$ cat src/rtl/pwrseq_pkg.sv
package pwrseq_pkg;

  localparam int OP_W       = 4;
  localparam int BASE_W     = 4;
  localparam int OFF_W      = 16;
  localparam int REV_N      = 8;
  localparam int INTF_N     = 4;
  localparam int BYTE_W     = 8;
  localparam int ADDR_W     = BASE_W + OFF_W;
  localparam int ENTRY_W    = OP_W + BASE_W + OFF_W + REV_N + INTF_N + 2 * BYTE_W;
  localparam int REV_SEL_W  = $clog2(REV_N);
  localparam int INTF_SEL_W = $clog2(INTF_N);

  typedef enum logic [OP_W-1:0] {
    OP_READ  = 4'd0,
    OP_WRITE = 4'd1,
    OP_POLL  = 4'd2,
    OP_DELAY = 4'd3,
    OP_END   = 4'd4
  } op_e;

  typedef struct packed {
    logic [OP_W-1:0]   op;
    logic [BASE_W-1:0] base;
    logic [OFF_W-1:0]  offset;
    logic [REV_N-1:0]  rev_mask;
    logic [INTF_N-1:0] intf_mask;
    logic [BYTE_W-1:0] bmask;
    logic [BYTE_W-1:0] value;
  } entry_t;

  // Keep old bits outside the mask, take new bits inside it.
  function automatic logic [BYTE_W-1:0] merge_bits(input logic [BYTE_W-1:0] old_v,
                                                   input logic [BYTE_W-1:0] msk,
                                                   input logic [BYTE_W-1:0] new_v);
    return (old_v & ~msk) | (new_v & msk);
  endfunction

  // True when every masked bit of data agrees with the target.
  function automatic logic masked_equal(input logic [BYTE_W-1:0] data,
                                        input logic [BYTE_W-1:0] msk,
                                        input logic [BYTE_W-1:0] target);
    return ((data ^ target) & msk) == '0;
  endfunction

endpackage

$ cat src/rtl/pwrseq_gate.sv
module pwrseq_gate
  import pwrseq_pkg::*;
(
  input  logic [REV_N-1:0]      rev_mask,
  input  logic [INTF_N-1:0]     intf_mask,
  input  logic [REV_SEL_W-1:0]  rev_sel,
  input  logic [INTF_SEL_W-1:0] intf_sel,
  output logic                  hit
);

  logic [REV_N-1:0]  rev_oh;
  logic [INTF_N-1:0] intf_oh;

  for (genvar i = 0; i < REV_N; i++) begin : g_rev
    assign rev_oh[i] = (rev_sel == REV_SEL_W'(i));
  end

  for (genvar j = 0; j < INTF_N; j++) begin : g_intf
    assign intf_oh[j] = (intf_sel == INTF_SEL_W'(j));
  end

  assign hit = (|(rev_mask & rev_oh)) && (|(intf_mask & intf_oh));

endmodule

$ cat src/rtl/pwrseq_timer.sv
module pwrseq_timer #(
  parameter int CNT_W    = 16,
  parameter int MS_TICKS = 1000
) (
  input  logic             clk,
  input  logic             rst_n,
  input  logic             load,
  input  logic [CNT_W-1:0] count,
  input  logic             unit_ms,
  input  logic             tick,
  output logic             running,
  output logic             expire
);

  localparam int SUB_W = (MS_TICKS > 1) ? $clog2(MS_TICKS) : 1;
  localparam logic [SUB_W-1:0] SUB_LAST = SUB_W'(MS_TICKS - 1);

  logic [CNT_W-1:0] remain;
  logic [SUB_W-1:0] sub;
  logic             ms_q;
  logic             unit_step;

  // One whole unit has elapsed on this tick.
  assign unit_step = running && tick && (!ms_q || sub == SUB_LAST);
  assign expire    = unit_step && (remain == CNT_W'(1));

  always_ff @(posedge clk) begin
    if (!rst_n) begin
      running <= 1'b0;
      remain  <= '0;
      sub     <= '0;
      ms_q    <= 1'b0;
    end else if (load) begin
      running <= (count != '0);
      remain  <= count;
      sub     <= '0;
      ms_q    <= unit_ms;
    end else if (running && tick) begin
      if (ms_q) sub <= (sub == SUB_LAST) ? '0 : sub + 1'b1;
      if (unit_step) begin
        remain <= remain - 1'b1;
        if (remain == CNT_W'(1)) running <= 1'b0;
      end
    end
  end

  p_run_nonzero_r8: assert property (@(posedge clk) disable iff (!rst_n)
    running |-> (remain != '0));

  p_expire_ends_r7: assert property (@(posedge clk) disable iff (!rst_n)
    (expire && !load) |=> !running);

endmodule

$ cat src/rtl/pwrseq_tries.sv
module pwrseq_tries #(
  parameter int LIMIT = 20000
) (
  input  logic clk,
  input  logic rst_n,
  input  logic clear,
  input  logic step,
  output logic last
);

  localparam int CW = $clog2(LIMIT + 1);

  logic [CW-1:0] cnt;

  // Number of mismatches seen so far equals LIMIT-1: the next miss is final.
  assign last = (cnt == CW'(LIMIT - 1));

  always_ff @(posedge clk) begin
    if (!rst_n)                 cnt <= '0;
    else if (clear)             cnt <= '0;
    else if (step && !last)     cnt <= cnt + 1'b1;
  end

  p_tries_bound_r6: assert property (@(posedge clk) disable iff (!rst_n)
    cnt < CW'(LIMIT));

endmodule

$ cat src/rtl/pwrseq_engine.sv
module pwrseq_engine
  import pwrseq_pkg::*;
#(
  parameter int TBL_AW     = 6,
  parameter int POLL_LIMIT = 20000,
  parameter int MS_TICKS   = 1000
) (
  input  logic                  clk,
  input  logic                  rst_n,
  input  logic                  start,
  input  logic [REV_SEL_W-1:0]  cfg_rev,
  input  logic [INTF_SEL_W-1:0] cfg_intf,
  output logic                  tbl_rd,
  output logic [TBL_AW-1:0]     tbl_addr,
  input  logic [ENTRY_W-1:0]    tbl_data,
  output logic                  bus_req,
  output logic                  bus_we,
  output logic [ADDR_W-1:0]     bus_addr,
  output logic [BYTE_W-1:0]     bus_wdata,
  input  logic                  bus_ack,
  input  logic [BYTE_W-1:0]     bus_rdata,
  input  logic                  us_tick,
  output logic                  rd_valid,
  output logic [BYTE_W-1:0]     rd_data,
  output logic                  busy,
  output logic                  done,
  output logic                  err_timeout,
  output logic                  err_cmd
);

  typedef enum logic [2:0] {
    S_IDLE, S_FETCH, S_DECODE, S_RD, S_WR, S_WAIT
  } state_e;

  state_e            state;
  logic [TBL_AW-1:0] ptr;
  entry_t            ent;
  entry_t            dec;

  // Named internal events
  logic hit, ev_skip, ev_end, ev_badop, rd_ack, wr_ack;
  logic poll_ok, poll_miss, tries_last, ev_timeout;
  logic dly_load, dly_running, dly_expire;

  assign dec = tbl_data;

  pwrseq_gate u_gate (
    .rev_mask  (dec.rev_mask),
    .intf_mask (dec.intf_mask),
    .rev_sel   (cfg_rev),
    .intf_sel  (cfg_intf),
    .hit       (hit)
  );

  assign ev_skip  = (state == S_DECODE) && !hit;
  assign ev_end   = (state == S_DECODE) && hit && (dec.op == OP_END);
  assign ev_badop = (state == S_DECODE) && hit && (dec.op > OP_END);
  assign rd_ack   = (state == S_RD) && bus_ack;
  assign wr_ack   = (state == S_WR) && bus_ack;
  assign poll_ok  = rd_ack && (ent.op == OP_POLL) &&  masked_equal(bus_rdata, ent.bmask, ent.value);
  assign poll_miss= rd_ack && (ent.op == OP_POLL) && !masked_equal(bus_rdata, ent.bmask, ent.value);
  assign ev_timeout = poll_miss && tries_last;
  assign dly_load = (state == S_DECODE) && hit && (dec.op == OP_DELAY) && (dec.offset != '0);

  pwrseq_tries #(.LIMIT(POLL_LIMIT)) u_tries (
    .clk   (clk),
    .rst_n (rst_n),
    .clear (state == S_DECODE),
    .step  (poll_miss),
    .last  (tries_last)
  );

  pwrseq_timer #(.CNT_W(OFF_W), .MS_TICKS(MS_TICKS)) u_timer (
    .clk     (clk),
    .rst_n   (rst_n),
    .load    (dly_load),
    .count   (dec.offset),
    .unit_ms (dec.value[0]),
    .tick    (us_tick),
    .running (dly_running),
    .expire  (dly_expire)
  );

  assign tbl_rd   = (state == S_FETCH);
  assign tbl_addr = ptr;
  assign bus_req  = (state == S_RD) || (state == S_WR);
  assign bus_we   = (state == S_WR);
  assign bus_addr = {ent.base, ent.offset};
  assign busy     = (state != S_IDLE);

  always_ff @(posedge clk) begin
    if (!rst_n) begin
      state       <= S_IDLE;
      ptr         <= '0;
      ent         <= '0;
      bus_wdata   <= '0;
      rd_valid    <= 1'b0;
      rd_data     <= '0;
      done        <= 1'b0;
      err_timeout <= 1'b0;
      err_cmd     <= 1'b0;
    end else begin
      rd_valid <= 1'b0;
      unique case (state)
        S_IDLE: begin
          if (start) begin
            ptr         <= '0;
            done        <= 1'b0;
            err_timeout <= 1'b0;
            err_cmd     <= 1'b0;
            state       <= S_FETCH;
          end
        end
        S_FETCH: state <= S_DECODE;
        S_DECODE: begin
          ent <= dec;
          if (!hit) begin
            ptr   <= ptr + 1'b1;
            state <= S_FETCH;
          end else begin
            case (dec.op)
              OP_READ, OP_WRITE, OP_POLL: state <= S_RD;
              OP_DELAY: begin
                if (dec.offset == '0) begin
                  ptr   <= ptr + 1'b1;
                  state <= S_FETCH;
                end else begin
                  state <= S_WAIT;
                end
              end
              OP_END: begin
                done  <= 1'b1;
                state <= S_IDLE;
              end
              default: begin
                err_cmd <= 1'b1;
                done    <= 1'b1;
                state   <= S_IDLE;
              end
            endcase
          end
        end
        S_RD: begin
          if (bus_ack) begin
            case (ent.op)
              OP_READ: begin
                rd_data  <= bus_rdata & ent.bmask;
                rd_valid <= 1'b1;
                ptr      <= ptr + 1'b1;
                state    <= S_FETCH;
              end
              OP_WRITE: begin
                bus_wdata <= merge_bits(bus_rdata, ent.bmask, ent.value);
                state     <= S_WR;
              end
              default: begin
                if (poll_ok) begin
                  ptr   <= ptr + 1'b1;
                  state <= S_FETCH;
                end else if (ev_timeout) begin
                  err_timeout <= 1'b1;
                  done        <= 1'b1;
                  state       <= S_IDLE;
                end
              end
            endcase
          end
        end
        S_WR: begin
          if (wr_ack) begin
            ptr   <= ptr + 1'b1;
            state <= S_FETCH;
          end
        end
        S_WAIT: begin
          if (dly_expire) begin
            ptr   <= ptr + 1'b1;
            state <= S_FETCH;
          end
        end
        default: state <= S_IDLE;
      endcase
    end
  end

  p_skip_quiet_r1: assert property (@(posedge clk) disable iff (!rst_n)
    ev_skip |=> (!bus_req && tbl_rd));

  p_hold_req_r2: assert property (@(posedge clk) disable iff (!rst_n)
    (bus_req && !bus_ack) |=> (bus_req && $stable(bus_addr) && $stable(bus_we) && $stable(bus_wdata)));

  p_rdv_after_ack_r3: assert property (@(posedge clk) disable iff (!rst_n)
    rd_valid |-> $past(bus_req && bus_ack && !bus_we));

  p_wr_mask_r4: assert property (@(posedge clk) disable iff (!rst_n)
    (bus_req && bus_we) |-> (((bus_wdata ^ ent.value) & ent.bmask) == '0));

  p_wr_after_rd_r4: assert property (@(posedge clk) disable iff (!rst_n)
    $rose(bus_we) |-> $past(bus_req && bus_ack && !bus_we));

  p_wait_timer_r7: assert property (@(posedge clk) disable iff (!rst_n)
    (state == S_WAIT) |-> dly_running);

  p_timeout_stop_r6: assert property (@(posedge clk) disable iff (!rst_n)
    $rose(err_timeout) |-> (done && !busy));

  p_end_stop_r9: assert property (@(posedge clk) disable iff (!rst_n)
    ev_end |=> (done && !busy && !tbl_rd));

  p_badop_stop_r10: assert property (@(posedge clk) disable iff (!rst_n)
    $rose(err_cmd) |-> (done && !busy));

  p_busy_done_r11: assert property (@(posedge clk) disable iff (!rst_n)
    busy |-> !done);

endmodule

$ cat config.mk
export PLATFORM = sky130hd
export DESIGN_NAME = pwrseq_engine
export DESIGN_NICKNAME = d
export VERILOG_FILES = /design/src/rtl/pwrseq_pkg.sv /design/src/rtl/pwrseq_gate.sv /design/src/rtl/pwrseq_timer.sv /design/src/rtl/pwrseq_tries.sv /design/src/rtl/pwrseq_engine.sv
export SDC_FILE = /design/constraint.sdc
export NUM_CORES = 1
export LEC_CHECK = 0
export ABC_CLOCK_PERIOD_IN_PS = 3100
export CAP_MARGIN = 20
export CORE_MARGIN = 2
export CORE_UTILIZATION = 40
export DETAILED_ROUTE_END_ITERATION = 6
export GPL_TIMING_DRIVEN = 0
export PLACE_DENSITY_LB_ADDON = 0.1
export SLEW_MARGIN = 25
export SYNTH_ARGS = -nofsm -noshare
export SYNTH_HDL_FRONTEND = slang
export SYNTH_SLANG_ARGS = --single-unit
$ cat constraint.sdc
create_clock -name clk -period 3.1 [get_ports clk]
set_input_delay 0.465 -clock clk [delete_from_list [all_inputs] [get_ports clk]]
set_output_delay 0.465 -clock clk [all_outputs]
set_load 0.02 [all_outputs]
==> results by group, run 1 <==
Synth
  • Synthesized flop and latch total: between 100 and 150
  • Top-count cell post-synth: nand2_1
  • Top cells by area, synth: dfxtp_1 41%, nand2_1 8.4%, a21oi_1 6.6%, xor2_1 4.7%, nor2_1 4.0%
  • Mapped Area: approximately 5400 sq um
  • Post-synth EDFFs: 0
  • Seq/Total Area, Yosys: between 40% and 50%
  • Commonest cells in the synthesized netlist: 121 x nand2_1, 112 x dfxtp_1, 71 x a21oi_1
  • Ys flop type: dfxtp_1
  • Post-synth cell types: 51
  • Syn Inst Count: approximately 670
  • Synthesis Warnings: 0
  • Post-Syn Nets: about 750
  • Top cell type's share of synthesized area: between 40% and 50%
  • Async SR Flop Fraction: 0%
  • Cell taking the most area after synthesis: dfxtp_1
  • Avg Cell Area, Syn: just over 8 sq um

Pwr
  • Static Leakage: about 2.5 nW
  • Net Switching: between 1 and 1.5 mW
  • Switching share of power: about a third
  • Gate power share: 27.3%
  • Final Power: around 3.8 mW
  • Flop pwr share: ~43%
  • Clock Power Share: between 20% and 30%
  • Cell Int Power: roughly 2.5 mW
  • Power Density: 526.9 nW/um^2
  • Worst vdd rail ir drop: between 0.3 and 0.4 mV

Timing
  • Final slew viol count: 0
  • Final setup margin: around 0.28 ns
  • Fin crit share: 91.02%
  • Fin crit period: 2.822 ns
  • Unrepaired setup endpoints after global routing: false
  • Slew HR: a little under half
  • Fin. Hold Viols: 0
  • Final Setup Violations: 0
  • Actual slew at the worst max-slew pin: roughly 0.8 ns
  • Layout Skew: approximately 0.0083 ns
  • Fmax: 354.4 MHz

Worst setup path
  • Crit Path Class: reg2reg
  • CP cell instances: clkbuf_1 > nor4bb_2 > nand4_1 > a41oi_2 > clkbuf_1 > nand4_1 > xor2_1 > nor2_1
  • Levels on crit path: 8
  • Crit path max-delay family: simple AND/OR/NAND/NOR gates
  • Crit path DAT: around 3 ns
  • Worst Path Max Fanout: 10
  • FF-to-FF setup slack: roughly 0.28 ns
  • Required @ worst endpoint: 3.33 ns
  • Max incr delay on CP: 0.49 ns
  • R2R depth: 8
  • Buf/Inv on CP: 2
  • FF-to-FF End: u_tries.cnt[12]$_SDFFE_PP0P_
  • Reg-to-reg startpoint: state[1]$_SDFFE_PN0P_
  • Setup crit start kind: flip-flop
  • Worst setup EP type: flip-flop
  • Slowest CP cell: nor4bb_2

Cells and area
  • Post-Route Utilization: between 50 and 60%
  • Layout Cells excl Fill: roughly 980
  • Final Cell Area: 7131 sq um
  • FILL cells: approximately 1300
  • # diodes: 0
  • Area Overhead vs Synth: 31.65%
  • Share of cells above drive strength 1: just over 6%
  • Nets: a little under 900

Worst hold path
  • Hold Crit Depth: 2
  • Worst Hold End: rd_data[1]$_SDFFE_PN0P_
  • Worst hold path class: reg2reg
  • Hold wc startpoint: rd_data[1]$_SDFFE_PN0P_

Global routing
  • Overflow after GRT: 0
  • Number of global-route vias before repair: between 5000 and 6000
  • First-pass GRT wire length: ~25 mm
  • Total GRT Usage: 21.34%
  • Pin count of the biggest net entering global routing: 19
  • Initial antenna violation count: 0

CTS
  • Clock slew at reported path FFs: roughly 0.07 ns
  • CTS tree: done
  • Clock Tree Root: clkbuf_16
  • CTS buffer count: 9
  • H-tree level count: 3
  • Clock Path Buffers: 2
  • Hold-fix buffers, CTS: 0
  • Clk Latency, worst-skew pair: 0.36 ns
  • Clock sink total: 112

Place
  • Dpl ws: -0.2276 ns
  • Placed Cells: roughly 960
  • Placed inst area: between 6000 and 7000 sq um
  • Number of buffers added on ports: between 100 and 150
  • Final HPWL DP: approximately 12 mm
  • Gpl congestion: 0.8848

Floorplan
  • Core Box Area: between 10000 and 15000 sq um
  • Die area: approximately 14000 sq um
  • I/O pins: 120
  • Row count: 42
  • Die Wd: 120.4 um
  • Die Ht: between 100 and 150 um
  • Initial Util: 40.90%

Run
  • Max Cap Viol: 0

Route
  • Antenna viol nets, final: 0
  • Initial DRC count: roughly 440
  • Drt pass-1 iters: 5
  • Via/cell ratio: around 5.3
  • Avg WL per Cell: ~16 um
  • Via count: 5194
  • Routed wire length: ~15 mm
  • DR DRC count: 0

Outcome
  • Outcome: finished clean
[routing by layer]
layer	track usage (%)	up-vias	part of all wire, %	wire (um)
met1	28.53	2415	46	7071
met4	4.506	0	1.2	178
met3	5.755	20	6.9	1056
li1	-	2586	-	-
met5	0	-	0	0
met2	34.60	173	46	7080
[worst register-to-register path: stages, from the launching register on]
cell,delay [ns]
dfxtp_1,0.37
clkbuf_1,0.29
nor4bb_2,0.49
nand4_1,0.31
a41oi_2,0.40
clkbuf_1,0.42
nand4_1,0.19
xor2_1,0.18
nor2_1,0.05
[cell families after synthesis]
group | share of synthesized area, %
buf+inv | 5.752
mux | 3.950
compound gates | 14.21
xor+xnor | 7.115
simple gates | 25.73
flops | 41.40
fa+ha+maj | 1.848
[how the worst max path moves through the flow]
stage                                   startpoint                         endpoint  slack, ns
floorplan           u_timer.remain[4]$_SDFFE_PN0P_         tbl_addr[5]$_SDFFE_PN0P_       0.55
CTS                          state[1]$_SDFFE_PN0P_     u_tries.cnt[12]$_SDFFE_PP0P_       0.06
detailed placement                      cfg_rev[0]         tbl_addr[2]$_SDFFE_PN0P_      -0.23
finish                       state[1]$_SDFFE_PN0P_     u_tries.cnt[12]$_SDFFE_PP0P_       0.28
global placement                        cfg_rev[0]         tbl_addr[2]$_SDFFE_PN0P_      -0.13
global route                 state[0]$_SDFFE_PN0P_  u_timer.remain[12]$_SDFFE_PN0P_       0.04
[power by group through the flow]
stage / clock network, mW / logic (mW) / registers, mW
finish: 1.12 / 1.03 / 1.61
global route: 1.21 / 1.12 / 1.62
CTS: 1.15 / 1.01 / 1.61
detailed placement: 0 / 1.00 / 1.64
global placement: 0 / 0.990 / 1.63
floorplan: 0 / 0.614 / 1.63
[flip-flops by register name, indices dropped and copies added (netlist names)]
signal / cells
rd_data: 8
done: 1
u_tries.cnt: 15
err_cmd: 1
u_timer.remain: 16
u_timer.ms_q: 1
bus_wdata: 8
bus_addr: 20
err_timeout: 1
u_timer.sub: 10
ent: 20
tbl_addr: 6
u_timer.running: 1
state: 3
rd_valid: 1
[stage by stage]
step           hold WS [ns]  TNS, ns
6_report             0.4510        0
4_1_cts              0.4518        0
3_5_place_dp         0.4420  -0.9763
5_1_grt              0.4740        0
2_1_floorplan        0.4367        0
3_3_place_gp         0.4443  -0.3769
[placed cells by master, fill, tap and decap left out, types with 4 or more instances in the layout]
| cell type | instances |
|---|---|
| nor3_1 | 12 |
| nand3_1 | 21 |
| buf_4 | 20 |
| or3_1 | 6 |
| xnor2_1 | 15 |
| a21oi_1 | 71 |
| o21ai_0 | 17 |
| or4_1 | 7 |
| mux2i_1 | 18 |
| nand4_1 | 20 |
| and3_1 | 7 |
| inv_1 | 9 |
| clkdlybuf4s50_1 | 118 |
| nand2b_1 | 5 |
| a211oi_1 | 11 |
| nor4_1 | 12 |
| nand2_1 | 121 |
| ha_1 | 8 |
| dfxtp_1 | 112 |
| clkbuf_1 | 34 |
| xor2_1 | 29 |
| and2_1 | 6 |
| nor2_1 | 58 |
| clkbuf_16 | 9 |
| a22oi_1 | 4 |
| o22ai_1 | 4 |
[cell type report]
| type | instances | area [sq um] | area share (%) |
|---|---|---|---|
| Tap cell | 176 | 220.2 | 3.088 |
| Sequential cell | 112 | 2242 | 31.44 |
| Clock buffer | 10 | 239.0 | 3.351 |
| Clock inverter | 5 | 41.29 | 0.5790 |
| Buffer | 54 | 277.8 | 3.895 |
| Inverter | 9 | 33.78 | 0.4738 |
| Multi-Input combinational cell | 494 | 2895 | 40.60 |
| Timing Repair Buffer | 118 | 1181 | 16.56 |
[what timing repair did]
item / CTS / global route
setup endpoints to repair: 0 / 38
resized for setup: 0 / 4
buffers inserted: 0 / 0
No activity file was read; power rests on OpenSTA's default activity.
==> inputs of run 2 (changes only) <==
--- a/config.mk
+++ b/config.mk
@@ -5,14 +5,15 @@
 export SDC_FILE = /design/constraint.sdc
 export NUM_CORES = 1
 export LEC_CHECK = 0
-export ABC_CLOCK_PERIOD_IN_PS = 3100
+export ABC_CLOCK_PERIOD_IN_PS = 3430
 export CAP_MARGIN = 20
+export CORE_ASPECT_RATIO = 0.8
 export CORE_MARGIN = 2
 export CORE_UTILIZATION = 40
 export DETAILED_ROUTE_END_ITERATION = 6
 export GPL_TIMING_DRIVEN = 0
 export PLACE_DENSITY_LB_ADDON = 0.1
-export SLEW_MARGIN = 25
+export SLEW_MARGIN = 20
 export SYNTH_ARGS = -nofsm -noshare
 export SYNTH_HDL_FRONTEND = slang
 export SYNTH_SLANG_ARGS = --single-unit
==> constraint.sdc (replaced) <==
create_clock -name clk -period 3.43 [get_ports clk]
set_input_delay 0.5145 -clock clk [delete_from_list [all_inputs] [get_ports clk]]
set_output_delay 0.5145 -clock clk [all_outputs]
set_load 0.02 [all_outputs]
==> run 2 against run 1 <==
Cell area decreased by 0.16%. Critical path depth unchanged. Worst hold slack improved by 0.0029 ns. Clock power decreased by 7%. Wire length increased by 1.1%. First-iteration DRC count decreased by 31%. Largest cell class unchanged.
==> results by group, run 2 (synthesized netlist as in run 1, its figures left out) <==
Cells and area
  • FILL cells: 1279
  • Most frequent cells in the layout: 121 x nand2_1, 118 x clkdlybuf4s50_1, 112 x dfxtp_1
  • Layout Cells excl Fill: 983
  • Share of cells above drive strength 1: ~5.6%
  • Commonest non-fill, non-tap cell in the layout: nand2_1
  • Area Overhead vs Synth: 31.44%
  • Nets: a little under 900
  • # diodes: 0

CTS
  • CTS buffer count: 9
  • Clock Tree Root: clkbuf_16
  • Clock Path Buffers: 2
  • Cells resized by post-CTS repair: 0
  • Hold-fix buffers, CTS: 0
  • Clock slew at reported path FFs: about 0.08 ns
  • # Post-CTS Setup Buffers: 0
  • H-tree level count: 3
  • CTS tree: done
  • Clk Latency, worst-skew pair: between 0.3 and 0.4 ns
  • Clock sink total: around 110

Global routing
  • Initial antenna violation count: 0
  • Total GRT Usage: a little over a fifth
  • Pin count of the biggest net entering global routing: 20
  • GR Util met1: between 20% and 30%
  • Top Usage Layer GRT: met2
  • GR Util met3: 5.485%
  • Number of global-route vias before repair: around 5000
  • GR Util met2: between 30% and 40%
  • Overflow after GRT: 0
  • First-pass GRT wire length: 24.65 mm

Worst hold path
  • Worst hold path class: reg2reg
  • Hold wc startpoint: rd_data[4]$_SDFFE_PN0P_

Worst setup path
  • Crit Path Class: reg2reg
  • Setup crit start kind: flip-flop
  • Required @ worst endpoint: between 3 and 4 ns
  • Worst setup EP type: flip-flop
  • Crit path DAT: between 3 and 4 ns
  • Reg-to-reg startpoint: state[0]$_SDFFE_PN0P_
  • Critical path origin: state[0]$_SDFFE_PN0P_
  • Worst Path Max Fanout: 10

Floorplan
  • Die Wd: about 130 um
  • Die area: about 14000 sq um
  • Row count: 38
  • Core Box Area: 13410 sq um
  • I/O pins: 120
  • Initial Util: around two fifths
  • Die Ht: 108.1 um

Place
  • Placed Cells: about 970
  • Final HPWL DP: between 10 and 15 mm
  • Gpl congestion: ~0.95
  • Number of buffers added on ports: 118

Timing
  • Layout Skew: between 0.01 and 0.015 ns
  • Final Setup Violations: 0
  • Final slew viol count: 0
  • Fmax: around 310 MHz
  • Fin Setup TNS: 0 ns
  • Fin crit period: between 3 and 4 ns
  • Slew HR: about 50%
  • Fin. Hold Viols: 0
  • Actual slew at the worst max-slew pin: approximately 0.75 ns
  • Unrepaired setup endpoints after global routing: false
  • Fin crit share: between 90 and 100%

Pwr
  • Static Leakage: around 2.5 nW
  • Power Density: a little under 500 nW/um^2
  • Worst vdd rail ir drop: slightly above 0.3 mV

Outcome
  • Outcome: finished clean

Route
  • Routed wire length: between 15 and 20 mm
  • Via/cell ratio: about 5.3
  • Via count: slightly above 5000
  • Drt pass-1 iters: 5
  • Avg WL per Cell: around 16 um
  • Antenna viol nets, final: 0
  • Initial DRC count: slightly above 300
  • DR DRC count: 0

Run
  • Max Cap Viol: 0
run 2: metal layers:
layer	up-vias	share of wire (%)	routed length (um)
li1	2582	-	-
met1	2417	48	7468
met2	156	43	6756
met3	24	6.2	964
met4	0	2.3	360
met5	-	0	0
run 2: through the flow:
stage / cell area [sq um] / worst slack (ns) / total power, mW / hold slack, ns / utilization, %
after floorplan: 5416 / 0.8833 / 2.025 / 0.4367 / -
after global placement: 6823 / 0.1435 / 2.375 / 0.4442 / 50.89
after detailed placement: 6823 / 0.02360 / 2.389 / 0.4476 / 50.89
after CTS: 7112 / 0.3244 / 3.438 / 0.4582 / 53.04
after global routing: 7119 / 0.03673 / 3.589 / 0.4815 / 53.10
final: 7119 / 0.2508 / 3.422 / 0.4539 / 53.10
run 2: cell type report:
type / count / area, sq um / share of cell area, %
Sequential cell: 112 / 2242 / 31.49
Clock buffer: 11 / 242.7 / 3.409
Inverter: 9 / 33.78 / 0.4745
Buffer: 54 / 277.8 / 3.902
Timing Repair Buffer: 118 / 1181 / 16.59
Multi-Input combinational cell: 494 / 2870 / 40.32
Tap cell: 180 / 225.2 / 3.163
Clock inverter: 5 / 46.29 / 0.6503
run 2: critical path, stage by stage (launching register included):
cell and delay, ns:
dfxtp_1 0.33, clkbuf_1 0.23, inv_1 0.24, nand3_1 0.35
nor4_1 0.73, nand3_1 0.52, clkbuf_1 0.36, o21ai_0 0.23
a21oi_1 0.05
run 2: final timing paths:
path,end,slack (ns),cells past startpoint
setup / recovery,u_timer.remain[12]$_SDFFE_PN0P_,0.25,8
hold / removal,rd_data[4]$_SDFFE_PN0P_,0.45,2
setup reg to reg,u_timer.remain[12]$_SDFFE_PN0P_,0.25,8
hold reg to reg,rd_data[4]$_SDFFE_PN0P_,0.45,2
run 2: report_power, final:
group          switching (mW)  total, mW  internal, mW
combinational           0.536      0.926         0.389
sequential             0.0670       1.45          1.38
clock                   0.516       1.04         0.529
total                    1.12       3.42          2.30
==> inputs of run 3 (changes only) <==
--- a/config.mk
+++ b/config.mk
@@ -11,7 +11,6 @@
 export CORE_MARGIN = 2
 export CORE_UTILIZATION = 40
 export DETAILED_ROUTE_END_ITERATION = 6
-export GPL_TIMING_DRIVEN = 0
 export PLACE_DENSITY_LB_ADDON = 0.1
 export SLEW_MARGIN = 20
 export SYNTH_ARGS = -nofsm -noshare
==> run 3 against run 2 <==
First-iteration DRC count grew 36%. Highest routed layer is now met5. Maximum frequency grew 16%. Setup slack gained 0.43 ns. Clock-buffer cell count grew 2. Critical endpoint is now tbl_addr[5]$_SDFFE_PN0P_.
==> results by group, run 3 (synthesized netlist as in run 1, its figures left out) <==
Global routing
  • Initial antenna violation count: 1
  • Number of global-route vias before repair: about 4700
  • Overflow after GRT: 0
  • Pin count of the biggest net entering global routing: between 60 and 70
  • First-pass GRT wire length: approximately 24 mm
  • Total GRT Usage: between 20 and 25%

Timing
  • Final Setup Violations: 0
  • Fmax: approximately 360 MHz
  • Unrepaired setup endpoints after global routing: false
  • Final slew viol count: 0
  • Slew HR: around half
  • Fin crit share: 80.01%
  • Fin Setup TNS: 0 ns
  • Layout Skew: 0.008639 ns
  • Actual slew at the worst max-slew pin: 0.7167 ns
  • Fin crit period: about 2.7 ns
  • Fin. Hold Viols: 0

Worst setup path
  • Worst setup endpoint: tbl_addr[5]$_SDFFE_PN0P_
  • FF-to-FF End: tbl_addr[5]$_SDFFE_PN0P_
  • Crit path DAT: roughly 3.0 ns
  • Crit Path Class: reg2reg
  • Worst Path Max Fanout: 10
  • Critical path origin: u_timer.remain[4]$_SDFFE_PN0P_
  • Required @ worst endpoint: around 3.7 ns
  • Worst setup EP type: flip-flop
  • FF-to-FF setup slack: 0.69 ns
  • R2R depth: 6
  • Setup crit start kind: flip-flop
  • Reg-to-reg startpoint: u_timer.remain[4]$_SDFFE_PN0P_

Route
  • Drt pass-1 iters: 5
  • Via/cell ratio: 5.314
  • Routed wire length: 14.81 mm
  • DR DRC count: 0
  • Via count: about 5000
  • Avg WL per Cell: approximately 16 um
  • Antenna viol nets, final: 0
  • Initial DRC count: between 400 and 500

Floorplan
  • Die area: around 14000 sq um
  • Row count: 38
  • Die Wd: around 130 um
  • Core Box Area: 13410 sq um
  • Die Ht: 108.1 um
  • Initial Util: between 40% and 50%
  • I/O pins: 120

CTS
  • Clk Latency, worst-skew pair: between 0.3 and 0.4 ns
  • CTS tree: done
  • CTS buffer count: 9
  • Hold-fix buffers, CTS: 0
  • Clock sink total: ~110
  • # Post-CTS Setup Buffers: 0
  • Clock Path Buffers: 2
  • Clock Tree Root: clkbuf_16
  • Cells resized by post-CTS repair: 0
  • H-tree level count: 3
  • Clock slew at reported path FFs: 0.07 ns

Cells and area
  • Footprint of the multi-input gates: 2880 sq um
  • Register area: approximately 2200 sq um
  • FILL cells: roughly 1300
  • Layout Cells excl Fill: 939
  • Area Overhead vs Synth: 28.51%
  • # diodes: 0
  • Commonest non-fill, non-tap cell in the layout: nand2_1
  • Post-Route Utilization: 51.91%
  • Share of cells above drive strength 1: 4.743%
  • Most frequent cells in the layout: 121 x nand2_1, 119 x clkdlybuf4s50_1, 112 x dfxtp_1
  • Nets: around 830

Outcome
  • Outcome: finished clean

Pwr
  • Flop pwr share: ~43%
  • Gate power share: 24.7%
  • Power Density: 491.6 nW/um^2
  • Net Switching: approximately 1.1 mW
  • Worst vdd rail ir drop: ~0.32 mV
  • Switching share of power: ~31%
  • Clock Power Share: 32.2%
  • Cell Int Power: 2.355 mW
  • Static Leakage: approximately 2.5 nW

Place
  • Placed Cells: 923
  • Gpl congestion: between 0.8 and 0.9
  • Final HPWL DP: 10.46 mm
  • Number of buffers added on ports: roughly 120

Worst hold path
  • Worst hold path class: reg2reg
  • Hold Crit Depth: 2

Run
  • Max Cap Viol: 0
==> run 3: area by class of cell <==
class                           instances  share of cell area (%)
Multi-Input combinational cell        494                   41.38
Inverter                                9                  0.4853
Clock buffer                           13                   3.739
Clock inverter                          3                  0.6831
Sequential cell                       112                   32.21
Tap cell                              180                   3.236
Timing Repair Buffer                  128                   18.26
==> run 3: metal layers <==
metal / GRT usage, % / share of wire (%)
met3: 6.610 / 6.4
met2: 31.90 / 45
met5: 0 / 0.11
met1: 28.39 / 48
met4: 4.737 / 0.92
==> run 3: power by group through the flow <==
stage,Sequential (mW),Clock (mW),Combinational (mW)
global placement,1.50,0,0.832
CTS,1.47,1.13,0.850
detailed placement,1.50,0,0.845
floorplan,1.47,0,0.555
finish,1.48,1.10,0.844
global route,1.49,1.18,0.926
==> run 3: how the worst min path moves through the flow <==
| stage | from | to | slack [ns] |
|---|---|---|---|
| floorplan | bus_addr[0]$_SDFFE_PN0P_ | bus_addr[0]$_SDFFE_PN0P_ | 0.44 |
| global placement | bus_addr[5]$_SDFFE_PN0P_ | bus_addr[5]$_SDFFE_PN0P_ | 0.44 |
| detailed placement | rd_data[5]$_SDFFE_PN0P_ | rd_data[5]$_SDFFE_PN0P_ | 0.45 |
| CTS | rd_data[0]$_SDFFE_PN0P_ | rd_data[0]$_SDFFE_PN0P_ | 0.46 |
| global route | rd_data[5]$_SDFFE_PN0P_ | rd_data[5]$_SDFFE_PN0P_ | 0.47 |
| finish | rd_data[0]$_SDFFE_PN0P_ | rd_data[0]$_SDFFE_PN0P_ | 0.46 |
==> run 3: worst max-delay path, cell delays in order, from the launching register on <==
cell     delay [ns]
dfxtp_1        0.36
or4_4          0.59
or4_4          0.56
and4b_2        0.36
o31ai_4        0.11
or4_1          0.55
o22ai_1        0.15
==> run 3: per-stage QoR <==
stage	area (sq um)	hold slack, ns	total power, mW	worst slack [ns]
5_1_grt	6960	0.4722	3.596	0.4269
4_1_cts	6953	0.4568	3.457	0.4516
2_1_floorplan	5416	0.4367	2.025	0.8833
6_report	6960	0.4563	3.422	0.6856
3_5_place_dp	6645	0.4471	2.347	0.07669
3_3_place_gp	6645	0.4410	2.330	0.2170
